--- src/rtl/irq_pkg.sv ---
package irq_pkg;

    typedef enum logic [2:0] {
        CAP_LEVEL  = 3'd0,
        CAP_RISE   = 3'd1,
        CAP_FALL   = 3'd2,
        CAP_BOTH   = 3'd3,
        CAP_FOLLOW = 3'd4,
        CAP_PLAIN  = 3'd5
    } cap_mode_e;

    localparam int MODE_W = 3;
    localparam int STAT_W = 6;
    localparam int HALT_W = 5;
    localparam int QUAL_W = 2;

    // Mode of each bit, bit 0 in the lowest field
    localparam logic [MODE_W*STAT_W-1:0] STAT_MODES =
        {CAP_FOLLOW, CAP_PLAIN, CAP_RISE, CAP_FALL, CAP_BOTH, CAP_LEVEL};
    localparam logic [MODE_W*HALT_W-1:0] HALT_MODES =
        {CAP_LEVEL, CAP_PLAIN, CAP_LEVEL, CAP_LEVEL, CAP_LEVEL};

endpackage

--- src/rtl/irq_bit_cell.sv ---
module irq_bit_cell
    import irq_pkg::*;
#(
    parameter cap_mode_e MODE = CAP_LEVEL
) (
    input  logic clk,
    input  logic rst_n,
    input  logic sw_we,
    input  logic sw_d,
    input  logic hw_in,
    input  logic hw_we,
    input  logic hw_d,
    output logic q
);

    logic prev_q;
    logic nxt;

    always_ff @(posedge clk or negedge rst_n) begin
        if (!rst_n) prev_q <= 1'b0;
        else        prev_q <= hw_in;
    end

    always_comb begin
        case (MODE)
            CAP_LEVEL:  nxt = q | hw_in;
            CAP_RISE:   nxt = q | (hw_in & ~prev_q);
            CAP_FALL:   nxt = q | (~hw_in & prev_q);
            CAP_BOTH:   nxt = q | (hw_in ^ prev_q);
            CAP_FOLLOW: nxt = hw_in;
            default:    nxt = hw_we ? hw_d : q;
        endcase
        if (sw_we) nxt = sw_d;
    end

    always_ff @(posedge clk or negedge rst_n) begin
        if (!rst_n) q <= 1'b0;
        else        q <= nxt;
    end

    // Software write lands regardless of hardware activity
    p_sw_wins_r12: assert property (@(posedge clk) disable iff (!rst_n)
        $past(sw_we) |-> q == $past(sw_d));

    generate
        if (MODE == CAP_LEVEL || MODE == CAP_RISE ||
            MODE == CAP_FALL  || MODE == CAP_BOTH) begin : g_sticky
            p_sticky_hold_r2: assert property (@(posedge clk) disable iff (!rst_n)
                ($past(q) && !$past(sw_we)) |-> q);
        end
        if (MODE == CAP_RISE) begin : g_rise
            p_rise_only_r3: assert property (@(posedge clk) disable iff (!rst_n)
                (!$past(sw_we) && !$past(q) && !$past(hw_in)) |-> !q);
        end
        if (MODE == CAP_FALL) begin : g_fall
            p_fall_only_r4: assert property (@(posedge clk) disable iff (!rst_n)
                (!$past(sw_we) && !$past(q) && $past(hw_in)) |-> !q);
        end
        if (MODE == CAP_BOTH) begin : g_both
            p_any_edge_r5: assert property (@(posedge clk) disable iff (!rst_n)
                (!$past(sw_we) && ($past(hw_in) != $past(prev_q))) |-> q);
        end
        if (MODE == CAP_FOLLOW) begin : g_follow
            p_follow_r7: assert property (@(posedge clk) disable iff (!rst_n)
                !$past(sw_we) |-> q == $past(hw_in));
        end
        if (MODE == CAP_PLAIN) begin : g_plain
            p_plain_hold_r6: assert property (@(posedge clk) disable iff (!rst_n)
                (!$past(sw_we) && !$past(hw_we)) |-> $stable(q));
        end
    endgenerate

endmodule

--- src/rtl/irq_status_reg.sv ---
module irq_status_reg
    import irq_pkg::*;
#(
    parameter int                     WIDTH = 6,
    parameter logic [3*WIDTH-1:0]     MODES = '0
) (
    input  logic             clk,
    input  logic             rst_n,
    input  logic             sw_we,
    input  logic [WIDTH-1:0] sw_d,
    input  logic [WIDTH-1:0] hw_in,
    input  logic [WIDTH-1:0] hw_we,
    input  logic [WIDTH-1:0] hw_d,
    output logic [WIDTH-1:0] q
);

    generate
        for (genvar i = 0; i < WIDTH; i++) begin : g_bit
            irq_bit_cell #(
                .MODE(cap_mode_e'(MODES[MODE_W*i +: MODE_W]))
            ) u_cell (
                .clk   (clk),
                .rst_n (rst_n),
                .sw_we (sw_we),
                .sw_d  (sw_d[i]),
                .hw_in (hw_in[i]),
                .hw_we (hw_we[i]),
                .hw_d  (hw_d[i]),
                .q     (q[i])
            );
        end
    endgenerate

endmodule

--- src/rtl/irq_summary.sv ---
module irq_summary
    import irq_pkg::*;
#(
    parameter int                 WIDTH  = 6,
    parameter int                 NQUAL  = 2,
    parameter logic [3*WIDTH-1:0] MODES  = '0
) (
    input  logic [WIDTH-1:0] q,
    input  logic [NQUAL-1:0] qual_off,
    output logic             any
);

    logic [WIDTH-1:0] term;

    generate
        for (genvar i = 0; i < WIDTH; i++) begin : g_term
            if (cap_mode_e'(MODES[MODE_W*i +: MODE_W]) == CAP_PLAIN) begin : g_none
                assign term[i] = q[i] & 1'b0;
            end else if (i < NQUAL) begin : g_qual
                assign term[i] = q[i] & ~qual_off[i];
            end else begin : g_direct
                assign term[i] = q[i];
            end
        end
    endgenerate

    assign any = |term;

endmodule

--- src/rtl/irq_status_block.sv ---
module irq_status_block
    import irq_pkg::*;
(
    input  logic              clk,
    input  logic              rst_n,
    input  logic              sw_stat_we,
    input  logic              sw_halt_we,
    input  logic [STAT_W-1:0] sw_wdata,
    input  logic [STAT_W-1:0] evt_in,
    input  logic              plain_en,
    input  logic              plain_next,
    input  logic [QUAL_W-1:0] irq_mask,
    input  logic [HALT_W-1:0] halt_evt_in,
    input  logic [QUAL_W-1:0] halt_mask,
    output logic [STAT_W-1:0] stat_q,
    output logic [HALT_W-1:0] halt_q,
    output logic              irq_out,
    output logic              halt_out,
    output logic              chain_q
);

    localparam int PLAIN_STAT = 4;
    localparam int PLAIN_HALT = 3;

    logic [STAT_W-1:0] stat_hw_we, stat_hw_d;
    logic [HALT_W-1:0] halt_hw_we, halt_hw_d;

    always_comb begin
        stat_hw_we             = '0;
        stat_hw_d              = '0;
        stat_hw_we[PLAIN_STAT] = plain_en;
        stat_hw_d[PLAIN_STAT]  = plain_next;
        halt_hw_we             = '0;
        halt_hw_d              = '0;
        halt_hw_we[PLAIN_HALT] = 1'b1;
        halt_hw_d[PLAIN_HALT]  = halt_evt_in[PLAIN_HALT];
    end

    irq_status_reg #(.WIDTH(STAT_W), .MODES(STAT_MODES)) u_stat (
        .clk   (clk),
        .rst_n (rst_n),
        .sw_we (sw_stat_we),
        .sw_d  (sw_wdata),
        .hw_in (evt_in),
        .hw_we (stat_hw_we),
        .hw_d  (stat_hw_d),
        .q     (stat_q)
    );

    irq_status_reg #(.WIDTH(HALT_W), .MODES(HALT_MODES)) u_halt (
        .clk   (clk),
        .rst_n (rst_n),
        .sw_we (sw_halt_we),
        .sw_d  (sw_wdata[HALT_W-1:0]),
        .hw_in (halt_evt_in),
        .hw_we (halt_hw_we),
        .hw_d  (halt_hw_d),
        .q     (halt_q)
    );

    irq_summary #(.WIDTH(STAT_W), .NQUAL(QUAL_W), .MODES(STAT_MODES)) u_irq_sum (
        .q        (stat_q),
        .qual_off (irq_mask),
        .any      (irq_out)
    );

    irq_summary #(.WIDTH(HALT_W), .NQUAL(QUAL_W), .MODES(HALT_MODES)) u_halt_sum (
        .q        (halt_q),
        .qual_off (halt_mask),
        .any      (halt_out)
    );

    always_ff @(posedge clk or negedge rst_n) begin
        if (!rst_n) chain_q <= 1'b0;
        else        chain_q <= irq_out;
    end

    p_chain_r13: assert property (@(posedge clk) disable iff (!rst_n)
        chain_q == $past(irq_out));

    p_plain_excluded_r6: assert property (@(posedge clk) disable iff (!rst_n)
        (stat_q == 6'b010000) |-> !irq_out);

    p_masked_quiet_r8: assert property (@(posedge clk) disable iff (!rst_n)
        (irq_mask == 2'b11 && stat_q[3:2] == 2'b00 && !stat_q[5]) |-> !irq_out);

    p_unmasked_live_r9: assert property (@(posedge clk) disable iff (!rst_n)
        (stat_q[0] && !irq_mask[0]) |-> irq_out);

    p_halt_masked_r11: assert property (@(posedge clk) disable iff (!rst_n)
        (halt_mask == 2'b11 && !halt_q[2] && !halt_q[4]) |-> !halt_out);

endmodule

--- config.mk ---
export PLATFORM = sky130hd
export DESIGN_NAME = irq_status_block
export DESIGN_NICKNAME = d
export VERILOG_FILES = /design/src/rtl/irq_pkg.sv /design/src/rtl/irq_bit_cell.sv /design/src/rtl/irq_status_reg.sv /design/src/rtl/irq_summary.sv /design/src/rtl/irq_status_block.sv
export SDC_FILE = /design/constraint.sdc
export NUM_CORES = 1
export LEC_CHECK = 0
export BUFFER_PORTS_ARGS = -buffer_cell sky130_fd_sc_hd__buf_2
export CAP_MARGIN = 20
export CORE_MARGIN = 3
export CORE_UTILIZATION = 35
export CTS_BUF_LIST = sky130_fd_sc_hd__clkbuf_8 sky130_fd_sc_hd__clkbuf_16
export CTS_CLUSTER_DIAMETER = 100
export CTS_CLUSTER_SIZE = 40
export DETAILED_ROUTE_END_ITERATION = 10
export GPL_TIMING_DRIVEN = 0
export PLACE_DENSITY = 0.77
export SYNTH_ARGS = -nofsm -noshare
export SYNTH_HDL_FRONTEND = slang
export SYNTH_HIERARCHICAL = 1
export SYNTH_SLANG_ARGS = --single-unit
export TNS_END_PERCENT = 20
--- constraint.sdc ---
create_clock -name clk -period 0.8 [get_ports clk]
set_input_delay 0.04 -clock clk [delete_from_list [all_inputs] [get_ports clk]]
set_output_delay 0.04 -clock clk [all_outputs]
set_load 0.02 [all_outputs]
==> out/qor.yml <==
synth_area_per_cell_um2: 10.7
die_width_um: 48.1
grtUsageTotal_pct: 13.9
grt-ovfl-total: 0
post-route-period-util_pct: 152
synth_nets: 85
drv_cap: 0
p_per_area_nw_per_um2: 1800
syn_inst: 58
cp_cell_sequence: "nor3_4 > o221ai_2 > buf_4"
ant_nets: 0
p_total_mw: 1.83
drive_gt1_share_pct: 50.0
finalCoreUtilization_pct: 64.8
arrival_ns: 1.18
cts-root-buf: "clkbuf_8"
syn_area_um2: 619
fmax_ghz: 0.822
clk_pin_slew_ns: 0.05
cts.htree.levels: 1
antenna_found_initial: 0
core_um2: 1580
fp.dieH_um: 48.1
grt_pass1_vias: 499
crit_path_start_kind: "register"
crit_type: "reg2out"
hp-class: "in2reg"
r2r_cells: 3
wire_per_inst_um: 13.0
leakagePower_nw: 0.515
worstSetupEndpointType: "output port"
die-area_um2: 2310
critPathMaxStageDelay_ns: 0.43
hold_viol: 0
first_pass_iters: 4
wl_mm: 1.61
fillers: 128
dp_hpwl_mm: 1.15
finClkSkew_ns: 0.00330
r2r-start: "u_stat/g_bit[3].u_cell/q"
drc_errors: 0
cts_tree: "yes"
crit_slowest_cell: "dfrtp_2"
hold_start: "sw_wdata[5]"
violations: "setup timing"
nets: 136
crit_required_ns: 0.76
viasPerCell: 4.65
rows: 14
timing.final.ws_setup_ns: -0.416
crit_start: "u_stat/g_bit[3].u_cell/q"
cts_buffers: 3
grt_pass1_wl_mm: 2.11
maxSlewViolCount: 0
globalplace.congestion: 0.628
rsz0062_at_grt: "yes"
port_buffers: 39
finalCriticalPeriod_ns: 1.22
grt_max_degree: 16
ys_warn_count: 6
status: "complete, but fails checks"
rr_endpoint: "chain_q"
syn_to_final_growth_pct: 64.8
clk_path_buf_depth: 2
critPathMaxFanout: 2
n_antenna_cell: 0
vias: 577
drt_iter0_drc: 2
setup-violations-final: 15
ir_drop_uv: 1260
clk_latency_ns: 0.24
ioPinCount: 41
endpoint: "irq_out"
floorplan.initialDensity_pct: 39.3
clock_sinks: 15
reg2reg_setup_slack_ns: -0.21
[state kept, by name (all words and copies together), names as in the netlist]
register,count
u_stat/g_bit.u_cell/q,6
chain_q,1
u_stat/g_bit.u_cell/prev_q,3
u_halt/g_bit.u_cell/q,5
[power breakdown]
part | internal, mW | total (mW) | switching, mW
Combinational | 0.201 | 0.399 | 0.198
Clock | 0.338 | 0.566 | 0.228
Sequential | 0.819 | 0.868 | 0.0494
[layer usage]
metal	vias to the layer above	GRT usage, %	wire length, um
li1	290	-	-
met1	260	14.8	594
met2	25	23.7	886
met3	2	4.51	100
met4	0	8.06	27
met5	-	0	0
[placed cells by master (no fill, tap or decap)]
| cell | instances |
|---|---|
| buf_4 | 4 |
| nand2b_1 | 2 |
| nand2_1 | 7 |
| conb_1 | 1 |
| o21ai_1 | 7 |
| dlygate4sd3_1 | 4 |
| mux2_4 | 1 |
| nor2b_1 | 3 |
| nor3_4 | 1 |
| inv_1 | 5 |
| mux2i_1 | 2 |
| dfrtp_2 | 3 |
| dfrtp_1 | 12 |
| nor2_2 | 1 |
| xnor2_2 | 1 |
| buf_6 | 9 |
| o221ai_2 | 2 |
| nor2_1 | 8 |
| a21oi_1 | 3 |
| buf_2 | 29 |
| clkbuf_8 | 3 |
[critical path: cells and delay by family, from the launching register on]
family,cells,cell delay [ns]
DFF,1,0.43
buffers and inverters,1,0.17
and+or+nand+nor,1,0.22
AOI/OAI and AO/OA,1,0.12
[cell type report]
cell class	count	area (um^2)	area share [%]
inverters	4	15.0	1.47
multi-input cells	39	245	24.0
well taps	16	20.0	1.96
clock buffers	3	41.3	4.04
clock inverters	1	3.75	0.368
repair buffers	46	317	31.0
flip-flops and latches	15	379	37.1
[worst min path at each step]
stage,end,depth (start not counted)
final,u_stat/g_bit[5].u_cell/q,2
after global routing,u_stat/g_bit[5].u_cell/q,2
after CTS,chain_q,2
after detailed placement,u_halt/g_bit[0].u_cell/q,1
after global placement,u_halt/g_bit[0].u_cell/q,1
after floorplan,chain_q,0
[stage by stage]
stage | hold slack [ns] | setup WS [ns] | instances | TNS [ns] | area, um^2
after CTS | 0.0202 | -0.389 | 122 | -1.24 | 946
after global routing | 0.0208 | -0.484 | 124 | -2.09 | 1020
after global placement | -0.0446 | -0.117 | 113 | -0.163 | 838
final | 0.0287 | -0.416 | 124 | -1.49 | 1020
after floorplan | -0.256 | -0.178 | 58 | -0.323 | 623
after detailed placement | -0.0423 | -0.124 | 113 | -0.193 | 838
[repair_timing]
| action | CTS | global route |
|---|---|---|
| pin swaps | 1 | 1 |
| resized for setup | 5 | 17 |
| hold endpoints to repair | 18 | 0 |
| hold buffers | 4 | 0 |
| endpoints found under the setup margin | 14 | 16 |
| buffers inserted | 1 | 2 |
| cloned | 0 | 0 |
No activity file was read; power rests on OpenSTA's default activity.
